--- src/rtl/i2c_scl_pkg.sv ---
package i2c_scl_pkg;
  localparam int MODE_W = 2;
  localparam logic [MODE_W-1:0] MODE_STD      = 2'd0;
  localparam logic [MODE_W-1:0] MODE_FAST     = 2'd1;
  localparam logic [MODE_W-1:0] MODE_HS       = 2'd2;
  localparam logic [MODE_W-1:0] MODE_FASTPLUS = 2'd3;

  localparam int SEL_W = 2;
  localparam logic [SEL_W-1:0] SEL_BAUD  = 2'd0;
  localparam logic [SEL_W-1:0] SEL_MODE  = 2'd1;
  localparam logic [SEL_W-1:0] SEL_SETUP = 2'd2;

  typedef enum logic [2:0] {
    PH_IDLE,
    PH_LOW,
    PH_HIGH,
    PH_HOLD,
    PH_SETUP
  } phase_e;

  // control -> datapath
  typedef struct packed {
    logic cntClr;
    logic cntInc;
    logic setClr;
    logic setInc;
  } dpCtrl_t;

  // datapath -> control
  typedef struct packed {
    logic baudZero;
    logic lowDone;
    logic highDone;
    logic setDone;
    logic atFirst;
    logic atSample;
  } dpStat_t;
endpackage

--- src/rtl/i2c_scl_dp.sv ---
module i2c_scl_dp
  import i2c_scl_pkg::*;
#(
  parameter int DATA_W  = 32,
  parameter int BAUD_W  = 16,
  parameter int SETUP_W = 16
) (
  input  logic              clk,
  input  logic              rstN,
  input  logic              wrEn,
  input  logic [SEL_W-1:0]  wrSel,
  input  logic [DATA_W-1:0] wrData,
  input  dpCtrl_t           ctrl,
  output dpStat_t           stat
);
  localparam int CNT_W     = BAUD_W + 1;
  localparam int SETUP_LSB = DATA_W - SETUP_W;

  logic [BAUD_W-1:0]  baudReg;
  logic [MODE_W-1:0]  modeReg;
  logic [SETUP_W-1:0] setupReg;
  logic [CNT_W-1:0]   phaseCnt;
  logic [SETUP_W-1:0] setCnt;
  logic [CNT_W-1:0]   lowLen;
  logic [CNT_W-1:0]   highLen;
  logic               wideLow;

  always_ff @(posedge clk) begin
    if (!rstN) begin
      baudReg  <= '0;
      modeReg  <= MODE_STD;
      setupReg <= '0;
    end else if (wrEn) begin
      case (wrSel)
        SEL_BAUD:  baudReg  <= wrData[BAUD_W-1:0];
        SEL_MODE:  modeReg  <= wrData[MODE_W-1:0];
        SEL_SETUP: setupReg <= wrData[SETUP_LSB +: SETUP_W];
        default:   ;
      endcase
    end
  end

  // fast and fast-plus stretch the low phase to two baud counts
  assign wideLow = (modeReg == MODE_FAST) || (modeReg == MODE_FASTPLUS);
  assign highLen = {1'b0, baudReg};
  assign lowLen  = wideLow ? {baudReg, 1'b0} : highLen;

  always_ff @(posedge clk) begin
    if (!rstN) begin
      phaseCnt <= '0;
      setCnt   <= '0;
    end else begin
      if (ctrl.cntClr)      phaseCnt <= '0;
      else if (ctrl.cntInc) phaseCnt <= phaseCnt + 1'b1;
      if (ctrl.setClr)      setCnt   <= '0;
      else if (ctrl.setInc) setCnt   <= setCnt + 1'b1;
    end
  end

  always_comb begin
    stat.baudZero = (baudReg == '0);
    stat.lowDone  = (phaseCnt >= lowLen - 1'b1);
    stat.highDone = (phaseCnt >= highLen - 1'b1);
    stat.setDone  = (setCnt >= setupReg);
    stat.atFirst  = (phaseCnt == '0);
    stat.atSample = (phaseCnt == (highLen >> 1));
  end
endmodule

--- src/rtl/i2c_scl_ctrl.sv ---
module i2c_scl_ctrl
  import i2c_scl_pkg::*;
(
  input  logic    clk,
  input  logic    rstN,
  input  logic    sclIn,
  input  dpStat_t stat,
  output dpCtrl_t ctrl,
  output logic    sclOut,
  output logic    lowStart,
  output logic    highStart,
  output logic    samplePt
);
  phase_e phase, phaseNxt;
  logic   stretched;

  always_comb begin
    phaseNxt = phase;
    ctrl     = '0;
    if (stat.baudZero) begin
      phaseNxt    = PH_IDLE;
      ctrl.cntClr = 1'b1;
    end else begin
      case (phase)
        PH_IDLE: begin
          phaseNxt    = PH_LOW;
          ctrl.cntClr = 1'b1;
        end
        PH_LOW: begin
          if (stat.lowDone) begin
            phaseNxt    = PH_HIGH;
            ctrl.cntClr = 1'b1;
          end else begin
            ctrl.cntInc = 1'b1;
          end
        end
        PH_HIGH: begin
          if (!sclIn) begin
            phaseNxt = PH_HOLD;          // slave stretching: freeze count
          end else if (stat.highDone) begin
            phaseNxt    = PH_LOW;
            ctrl.cntClr = 1'b1;
          end else begin
            ctrl.cntInc = 1'b1;
          end
        end
        PH_HOLD: begin
          if (sclIn) begin
            phaseNxt    = PH_SETUP;
            ctrl.setClr = 1'b1;
          end
        end
        PH_SETUP: begin
          if (stat.setDone) phaseNxt = PH_HIGH;
          else              ctrl.setInc = 1'b1;
        end
        default: phaseNxt = PH_IDLE;
      endcase
    end
  end

  always_ff @(posedge clk) begin
    if (!rstN) begin
      phase     <= PH_IDLE;
      stretched <= 1'b0;
    end else begin
      phase <= phaseNxt;
      if (phase == PH_LOW)         stretched <= 1'b0;
      else if (phaseNxt == PH_HOLD) stretched <= 1'b1;
    end
  end

  assign sclOut    = (phase != PH_LOW);
  assign lowStart  = (phase == PH_LOW) && stat.atFirst;
  assign highStart = (phase == PH_HIGH) && stat.atFirst && !stretched;
  assign samplePt  = (phase == PH_HIGH) && sclIn && stat.atSample;
endmodule

--- src/rtl/i2c_scl_timer.sv ---
module i2c_scl_timer
  import i2c_scl_pkg::*;
#(
  parameter int DATA_W  = 32,
  parameter int BAUD_W  = 16,
  parameter int SETUP_W = 16
) (
  input  logic              clk,
  input  logic              rstN,
  input  logic              wrEn,
  input  logic [SEL_W-1:0]  wrSel,
  input  logic [DATA_W-1:0] wrData,
  input  logic              sclIn,
  output logic              sclOut,
  output logic              lowStart,
  output logic              highStart,
  output logic              samplePt
);
  dpCtrl_t ctrl;
  dpStat_t stat;

  i2c_scl_dp #(
    .DATA_W (DATA_W),
    .BAUD_W (BAUD_W),
    .SETUP_W(SETUP_W)
  ) u_dp (
    .clk   (clk),
    .rstN  (rstN),
    .wrEn  (wrEn),
    .wrSel (wrSel),
    .wrData(wrData),
    .ctrl  (ctrl),
    .stat  (stat)
  );

  i2c_scl_ctrl u_ctrl (
    .clk      (clk),
    .rstN     (rstN),
    .sclIn    (sclIn),
    .stat     (stat),
    .ctrl     (ctrl),
    .sclOut   (sclOut),
    .lowStart (lowStart),
    .highStart(highStart),
    .samplePt (samplePt)
  );
endmodule

--- config.mk ---
export PLATFORM = sky130hd
export DESIGN_NAME = i2c_scl_timer
export DESIGN_NICKNAME = d
export VERILOG_FILES = /design/src/rtl/i2c_scl_pkg.sv /design/src/rtl/i2c_scl_dp.sv /design/src/rtl/i2c_scl_ctrl.sv /design/src/rtl/i2c_scl_timer.sv
export SDC_FILE = /design/constraint.sdc
export NUM_CORES = 1
export LEC_CHECK = 0
export CORE_ASPECT_RATIO = 1.2
export CORE_MARGIN = 10
export CORE_UTILIZATION = 30
export CTS_CLUSTER_SIZE = 28
export DETAILED_ROUTE_END_ITERATION = 10
export GPL_ROUTABILITY_DRIVEN = 0
export HOLD_SLACK_MARGIN = 0.15
export SYNTH_ARGS = -nofsm -noshare
export SYNTH_HDL_FRONTEND = slang
export SYNTH_SLANG_ARGS = --single-unit
--- constraint.sdc ---
create_clock -name clk -period 6.9 [get_ports clk]
set_input_delay 1.725 -clock clk [delete_from_list [all_inputs] [get_ports clk]]
set_output_delay 1.725 -clock clk [all_outputs]
set_load 0.01 [all_outputs]
==> impl.org, run 1 <==
** CTS
- Clock-pin slew on the worst setup and hold paths :: 0.06 ns
- # hold bufs at CTS :: 0
- The clock reaches the later pin of the worst-skew pair after 0.35 ns.
- The H-tree was split into 3 levels.
- Buffer levels on the longest clock path :: 2
- In this run, CTS created clock tree buffers numbering 9.
- Clk root buf :: sky130_fd_sc_hd__clkbuf_16
- TritonCTS built the clock tree.
- For this design, the sink count on the clock tree is 70.
- Resized cells post-CTS :: 0
- Post CTS Setup Buffer Count :: 0

** Timing
- Final-layout setup total negative slack :: 0 ns
- Fin. Hold Viols :: 0
- Setup violators final :: 0
- For the pin with the worst max-slew slack, the measured transition is 0.910 ns.
- Achievable frequency :: 0.191 GHz
- The worst path uses 76.0% of the clock period.
- Final Worst Setup Slack :: 1.66 ns
- Max-slew headroom :: 39.1%
- Final-report max-slew violation count :: 0
- Setup repair after global routing left no endpoint under its margin.
- Final worst path period need :: 5.24 ns
- On the final layout, the worst clock skew is 0.00681 ns.

** Global routing
- The number of global-route vias before repair is 4,631.
- Largest net degree at the start of global routing :: 40
- The first global-routing pass estimated 22.8 mm of wire.
- Global routing used 11.5% of the available tracks across all layers.
- The initial antenna violation count was 0.
- For this run the aggregate overflow at the end of global routing stands at 0.

** Route
- DRT antenna net count :: 0
- Avg WL per Cell :: 14.6 um
- Top layer reached by signal wires :: met4
- Detailed routing placed a total of 6.88 mm of wire on met2.
- Post-route met1 wirelength :: 5.91 mm
- First-iteration detailed-routing DRC count :: 230
- DR vias/cell :: 5.18
- Wire length on met3 :: 470 um
- For this block, the routed nets add up to 13.6 mm of wire.
- Number of detailed-routing iterations run before antenna repair :: 4
- Across all layers, the routed design uses 4,829 vias.
- In the routed design, unresolved DRC markers number 0.

** Outcome
- Outcome :: finished, final reports clean

** Die
- From left edge to right edge, the die measures 143 um.
- For this configuration, the core starts out at a cell density of 30.7%.
- Num ports :: 42
- Area of the placeable core :: 17,600 um2
- Site Rows :: 53
- The floorplan step defined a die boundary enclosing 23,800 um2.
- In this run the vertical extent of the chip is 167 um.

** Placement
- Area after detailed placement :: 5940 um2
- Placed insts :: 917
- OpenSTA, run right after detailed placement, puts the worst setup slack at 1.67 ns.
- The count of buffers added on input and output ports is 41.
- Hpwl dp :: 10.5 mm

** Cells and area
- 0 antenna diodes ended up in the layout.
- The net count of the finished layout is 802.
- Compared with the post-synthesis result, the final layout area differs by 15.5%.
- Once layout is done, the placed cells without fillers occupy 6250 um2.
- # fillers :: 1,879
- Total area of multi-input combinational cells :: 3710 um2
- Summing all flip-flop and latch instances after layout gives 1400 um2.
- Layout Cells excl Fill :: 933
- Of the cells placed in the final design, the portion with a size suffix greater than 1 is 5.05%.

** Pwr
- IR analysis of the VDD net gives a maximum drop of 103 uV.
- The design draws 1.12 mW.
- Summed over all cells, the static leakage comes to 2.47 nW.
- Power density normalized to cell area :: 179 nW/um2

** Setup path
- Sort of element at the start of the critical path :: register
- In this design, the stage delay of the slowest critical-path cell is 0.61 ns.
- Worst path slowest cell :: sky130_fd_sc_hd__nand4_1
- CP top delay family :: compound AO/OA/AOI/OAI gates
- STA puts the critical path data arrival time at 5.50 ns.
- Worst path most repeated cell :: sky130_fd_sc_hd__a21oi_1
- Critical Setup Path Class :: register to register
- Counting both buffers and inverters, the worst setup path holds a total of 2.
- Crit end category :: register
- Data required time of the critical path :: 7.16 ns
- Of all nets on the critical path, the largest fanout is 26.
- The critical path goes through buf_4, inv_1, nand2_1, ha_1, nand2b_1, a2111o_1, nor3_2, nand4b_1, nor2_1, a21oi_1, a221oi_1, ha_1, a21o_1, a21o_1, a21oi_1, o21a_1, a311o_1, nand4_1, a21oi_1.

** Yosys
- After synthesis the netlist holds a flip-flop and latch count of 70.
- Prevailing post-synth register cell :: sky130_fd_sc_hd__dfxtp_1
- Synthesis handed over a netlist of 696 instances.
- Number of nets in the synthesized netlist :: 790
- Mapped Area :: 5410 um2
- During synthesis, Yosys emitted a total of 0 warnings.
- For this run, asynchronously set or reset flops after synthesis account for 0%.
- In this run, synthesis inferred 0 flip-flops with an integrated enable.
- A synthesized cell averages 7.77 um2.
- Count of distinct cell types in the synthesized netlist :: 65
- For this run, the register share of the synthesized area comes to 25.9%.

** Run
- Number of max-cap violations :: 0

** Worst hold path
- In this run the worst hold path is classified as register to register.
## per-stage QoR
step           hold WS (ns)  util [%]
2_1_floorplan         0.443         -
3_3_place_gp          0.453      33.7
3_5_place_dp          0.461      33.7
4_1_cts               0.470      35.4
5_1_grt               0.489      35.4
6_report              0.465      35.4
## placed cells by master, fill, tap and decap left out, types with 5 or more instances in the layout
master	count
sky130_fd_sc_hd__a21o_1	12
sky130_fd_sc_hd__nand4_1	12
sky130_fd_sc_hd__a21boi_0	33
sky130_fd_sc_hd__a31oi_1	6
sky130_fd_sc_hd__xnor2_1	33
sky130_fd_sc_hd__ha_1	56
sky130_fd_sc_hd__o21ai_0	14
sky130_fd_sc_hd__nor4_1	14
sky130_fd_sc_hd__and3_1	6
sky130_fd_sc_hd__o21a_1	6
sky130_fd_sc_hd__a21oi_1	31
sky130_fd_sc_hd__nor3_1	17
sky130_fd_sc_hd__inv_1	32
sky130_fd_sc_hd__a2111oi_0	10
sky130_fd_sc_hd__nor2_1	53
sky130_fd_sc_hd__clkdlybuf4s50_1	41
sky130_fd_sc_hd__xor2_1	16
sky130_fd_sc_hd__nand2_1	116
sky130_fd_sc_hd__and4_1	5
sky130_fd_sc_hd__a211oi_1	8
sky130_fd_sc_hd__nor2b_1	9
sky130_fd_sc_hd__nand3_1	19
sky130_fd_sc_hd__nand2b_1	8
sky130_fd_sc_hd__a221oi_1	7
sky130_fd_sc_hd__mux2i_1	10
sky130_fd_sc_hd__dfxtp_1	70
sky130_fd_sc_hd__clkbuf_16	9
## kinds of logic (layout without fill, tap and decap cells)
| kind of cell | count (synthesis) | in the layout | share of synthesized area [%] |
|---|---|---|---|
| adders and majority gates | 56 | 56 | 13.0 |
| xor gates and xnor gates | 49 | 49 | 7.93 |
| buffers and inverters | 76 | 93 | 5.64 |
| muxes | 11 | 11 | 2.06 |
| DFF | 70 | 70 | 25.9 |
| AOI/OAI and AO/OA | 152 | 152 | 20.2 |
| and+or+nand+nor | 282 | 282 | 25.3 |
## tightest hold or removal path: stages, from the launching register on
cell and delay [ns]:
sky130_fd_sc_hd__dfxtp_1 0.31, sky130_fd_sc_hd__nand2_1 0.05, sky130_fd_sc_hd__a21boi_0 0.06
## synthesized netlist by cell type (2+ instances only)
cell type                   number  area share, %
sky130_fd_sc_hd__a31o_2          2           0.32
sky130_fd_sc_hd__nor3b_1         2           0.28
sky130_fd_sc_hd__o21a_1          6           0.83
sky130_fd_sc_hd__or4_1           3           0.42
sky130_fd_sc_hd__a41o_1          2           0.37
sky130_fd_sc_hd__nand4_1        12            1.4
sky130_fd_sc_hd__nor2_1         53            3.7
sky130_fd_sc_hd__a2111oi_0      10            1.6
sky130_fd_sc_hd__a22oi_1         3           0.42
sky130_fd_sc_hd__nor3_1         17            1.6
sky130_fd_sc_hd__and3_1          6           0.69
sky130_fd_sc_hd__ha_1           56             13
sky130_fd_sc_hd__a31oi_1         6           0.69
sky130_fd_sc_hd__nand4b_1        2           0.32
sky130_fd_sc_hd__and4_1          5           0.81
sky130_fd_sc_hd__xor2_1         16            2.6
sky130_fd_sc_hd__nand3_1        19            1.8
sky130_fd_sc_hd__a211oi_1        8            1.1
sky130_fd_sc_hd__dfxtp_1        70             26
sky130_fd_sc_hd__nand2b_1        8           0.93
sky130_fd_sc_hd__a221oi_2        2           0.56
sky130_fd_sc_hd__nor2b_1         9            1.0
sky130_fd_sc_hd__buf_1           3           0.21
sky130_fd_sc_hd__mux2i_1        10            1.9
sky130_fd_sc_hd__o22ai_1         3           0.35
sky130_fd_sc_hd__o211a_1         2           0.37
sky130_fd_sc_hd__xnor2_1        33            5.3
sky130_fd_sc_hd__nor4b_1         2           0.32
sky130_fd_sc_hd__nor4_1         14            1.6
sky130_fd_sc_hd__inv_1          32            2.2
sky130_fd_sc_hd__or3_1           2           0.23
sky130_fd_sc_hd__clkbuf_1       26            1.8
sky130_fd_sc_hd__o31a_1          2           0.32
sky130_fd_sc_hd__a21o_1         12            1.7
sky130_fd_sc_hd__a21boi_0       33            4.6
sky130_fd_sc_hd__buf_2          11            1.0
sky130_fd_sc_hd__clkbuf_2        2           0.19
sky130_fd_sc_hd__o21ai_0        14            1.3
sky130_fd_sc_hd__nand2_1       116            8.0
sky130_fd_sc_hd__a221oi_1        7            1.1
sky130_fd_sc_hd__a21oi_1        31            2.9
## routing by layer
metal	up-vias	track usage [%]
li1	2502	-
met1	2231	13.5
met2	70	19.8
met3	26	2.83
met4	0	4.31
met5	-	0
## final timing paths
check | from | end | slack, ns | cells past startpoint
worst max-delay path | u_dp.modeReg[0] | u_dp.phaseCnt[6] | 1.66 | 19
worst min-delay path | u_dp.setupReg[1] | u_dp.setupReg[1] | 0.46 | 2
worst max register to register | u_dp.modeReg[0] | u_dp.phaseCnt[6] | 1.66 | 19
worst min register to register | u_dp.setupReg[1] | u_dp.setupReg[1] | 0.46 | 2
## report_power, final
part | switching [mW] | internal (mW) | leakage, nW | total [mW]
combinational | 0.119 | 0.0926 | 1.75 | 0.212
sequential | 0.0126 | 0.411 | 0.566 | 0.424
clock | 0.188 | 0.291 | 0.149 | 0.480
## cell type report
class	instances	share of cell area (%)
clock inverters	6	1.10
inverters	33	1.98
well taps	220	4.40
flip-flops and latches	70	22.4
multi-input cells	550	59.3
repair buffers	44	6.93
clock buffers	10	3.82
## registers in the layout, summed over array words and instances, names as in the netlist
signal            count
u_ctrl.phase          3
u_dp.setCnt          16
u_dp.phaseCnt        17
u_dp.setupReg        16
u_ctrl.stretched      1
u_dp.baudReg         16
u_dp.modeReg          1
(Power assumes the default switching activity.)
==> run 2, diff against run 1 <==
- clock period: 6.9 -> 4.91 ns (I/O delays scaled with it)
==> impl.org, run 2 (same netlist as run 1, synthesis figures left out) <==
** Outcome
- Outcome :: finished, final reports clean

** Setup path
- The worst setup path is captured at a register.
- On the critical path, the stage with the largest delay is an instance of sky130_fd_sc_hd__a2111oi_0.
- The data arrival time of the critical path was 4.82 ns (-0.68 ns).
- Critical Setup Path Class :: register to register
- The critical path data required time came to 5.15 ns (-2.01 ns).
- The worst setup path is launched from a register.
- The longest individual stage delay on the worst path was 0.56 ns (-0.05 ns).
- The most numerous cell type found on the critical path is sky130_fd_sc_hd__ha_1.
- Tracing the worst setup path back leads to its startpoint at u_dp.modeReg[0].
- The worst-path maximum fanout was 15 (-42%).
- The startpoint identified for the worst register-to-register timing path is u_dp.modeReg[0].
- Worst path cell trace :: mux2i_1, ha_1, nand2b_1, a2111o_1, nor3_2, nand4b_1, a21o_1, a221oi_1, ha_1, a21oi_1, o21ai_0, a221oi_2, o211ai_4, a2111oi_0, xnor2_1, nor2_1

** Cells and area
- The antenna diode count was 0 (unchanged).
- Area Growth Syn to Fin :: 16.9%
- The flip-flop count of the largest register after layout is 17 (unchanged).
- The layout net count was 808 (+0.75%).
- The fraction of final layout cells sized beyond drive strength 1 came to 6.26% (+1.2 points).
- Leaving out fill and tap cells, the most frequent cell in the layout is sky130_fd_sc_hd__nand2_1.
- Commonest cells after routing, fill and taps aside :: sky130_fd_sc_hd__nand2_1, sky130_fd_sc_hd__dfxtp_1, sky130_fd_sc_hd__ha_1, sky130_fd_sc_hd__nor2_1, sky130_fd_sc_hd__clkdlybuf4s50_1
- Ranked by flip-flop count, first place goes to u_dp.phaseCnt.
- Layout Cells excl Fill :: 939 (+0.64%)

** Global routing
- Global-route wire length before repair :: 23.2 mm (+1.7%)
- Largest net degree at the start of global routing :: 40 (unchanged)
- The total congestion overflow was 0 (unchanged).
- Initial antenna violation count :: 0 (unchanged)
- Overall fraction of global-route tracks in use :: 11.8% (+0.27 points)
- The number of global-route vias before repair came to 4,661 (+0.65%).

** Timing
- Final-layout setup total negative slack :: 0 ns (unchanged)
- Setup violators final :: 0 (unchanged)
- RSZ-0062 raised after global routing :: no
- The worst hold slack is 0.465 ns (-0.000248 ns).
- The remaining max-slew budget at the tightest pin is 35.0% (-4.1 points).
- Final Worst Setup Slack :: 0.333 ns (-1.32 ns)
- The count of final max-slew check failures came to 0 (unchanged).
- Fin. Hold Viols :: 0 (unchanged)
- The post-route minimum period was 4.58 ns (-0.667 ns).
- The top achievable clock speed was 0.218 GHz (+15%).
- The final clock skew came to 0.0113 ns (+0.00449 ns).
- The portion of the clock cycle consumed by the worst path in the final layout came to 93.2% (+17 points).
- Slew @ Worst Pin :: 0.972 ns (+0.0618 ns)

** Pwr
- Power density normalized to cell area :: 248 nW/um2 (+39%)
- The total leakage power was 2.52 nW (+2.2%).
- The sequential group share of total power came to 37.8% (-0.2 points).
- Internal :: 1.11 mW (+40%)
- The net switching fraction of the power came to 29.3% (+0.54 points).
- Part of the total power dissipated in combinational logic :: 19.5% (+0.5 points)
- VDD IR-drop max :: 224 uV (+120%)
- The share of total power in the clock network came to 42.7% (-0.3 points).
- Power spent charging and discharging nets :: 459 uW (+43%)

** Placement
- The cell count after placement came to 923 (+0.65%).
- The number of port buffers was 41 (unchanged).
- The placed wire-length estimate was 10.7 mm (+1.3%).
- The minimum setup slack after placement came to 0.288 ns (-1.38 ns).

** Die
- Initial core utilization :: 30.7% (unchanged)
- Site Rows :: 53 (unchanged)
- Die X-Extent :: 143 um (unchanged)
- The count of boundary I/O pins came to 42 (unchanged).
- Area of the placeable core :: 17,600 um2 (unchanged)
- The vertical die dimension is 167 um (unchanged).
- Die area :: 23,800 um2 (unchanged)

** Route
- The count of TritonRoute iterations in the first routing pass came to 5 (+1).
- The post-route DRC violation count is 0 (unchanged).
- The remaining number of nets flagged by the antenna check after routing came to 0 (unchanged).
- The number of vias per cell is 5.18 (+0.16%).
- Total Routed Length :: 13.8 mm (+1.6%)
- Avg WL per Cell :: 14.7 um (+0.94%)
- Total number of vias :: 4,868 (+0.81%)
- The number of DRC markers after the initial detailed-route iteration is 206 (-10%).

** CTS
- Clk root buf :: sky130_fd_sc_hd__clkbuf_16
- Buffer levels on the longest clock path :: 2 (unchanged)
- Post CTS Setup Buffer Count :: 0 (unchanged)
- The TritonCTS buffer count is 9 (unchanged).
- Clock sink total :: 70 (unchanged)
- TritonCTS built the clock tree.
- Clock insertion delay at the later pin of the skew report :: 0.35 ns (about the same)
- The clock transition at the registers of the reported paths came to 0.06 ns (about the same).
- H-Tree Depth :: 3 (unchanged)

** Worst hold path
- Hold Crit Class :: register to register
- The worst hold path begins at u_dp.setupReg[3].

** Run
- Number of max-cap violations :: 0 (unchanged)
==> run 2: critical path, delay by kind of cell (launching register included) <==
kind                       cells  cell delay [ns]
DFF                            1             0.38
AOI/OAI and AO/OA              8             2.44
adders and majority gates      2             0.51
and+or+nand+nor                4             0.76
muxes                          1             0.21
xor gates and xnor gates       1             0.17
==> run 2: metal layers <==
layer	wire length (um)	global-route usage [%]	up-vias	share of wire (%)
met5	0	0	-	0
met4	263	4.81	0	1.9
met3	420	2.60	17	3.0
met2	7040	20.4	75	51
met1	6090	13.6	2260	44
li1	-	-	2516	-
==> run 2: final timing paths <==
check,to,cells past startpoint,slack [ns]
setup / recovery,u_dp.phaseCnt[12],16,0.33
hold / removal,u_dp.setupReg[3],2,0.46
setup reg to reg,u_dp.phaseCnt[12],16,0.33
hold reg to reg,u_dp.setupReg[3],2,0.46
==> run 2: power by group through the flow <==
stage | combinational [mW] | sequential, mW | clock, mW
2_1_floorplan | 0.222 | 0.594 | 0
6_report | 0.306 | 0.593 | 0.670
3_3_place_gp | 0.300 | 0.606 | 0
3_5_place_dp | 0.304 | 0.606 | 0
4_1_cts | 0.306 | 0.593 | 0.683
5_1_grt | 0.346 | 0.595 | 0.707
==> run 2: stage by stage <==
step	util, %	instance area (um2)	total power [mW]
6_report	35.8	6320	1.57
5_1_grt	35.8	6320	1.65
4_1_cts	35.6	6290	1.58
3_5_place_dp	33.9	5990	0.910
3_3_place_gp	33.9	5990	0.906
2_1_floorplan	-	5410	0.815
==> run 2: what timing repair did <==
item                                    4_1_cts  5_1_grt
endpoints found under the setup margin        0       17
resized for setup                             0       14
hold buffers                                  0        0
endpoints found under the hold margin         0        0
==> run 2: final cells by class <==
| type | instances | area (um2) |
|---|---|---|
| clock inverter | 6 | 70.1 |
| fill | 1864 | 11300 |
| multi-input combinational | 550 | 3750 |
| clock buffer | 10 | 229 |
| tap | 220 | 275 |
| sequential | 70 | 1400 |
| inverter | 33 | 124 |
| timing repair buffer | 50 | 478 |
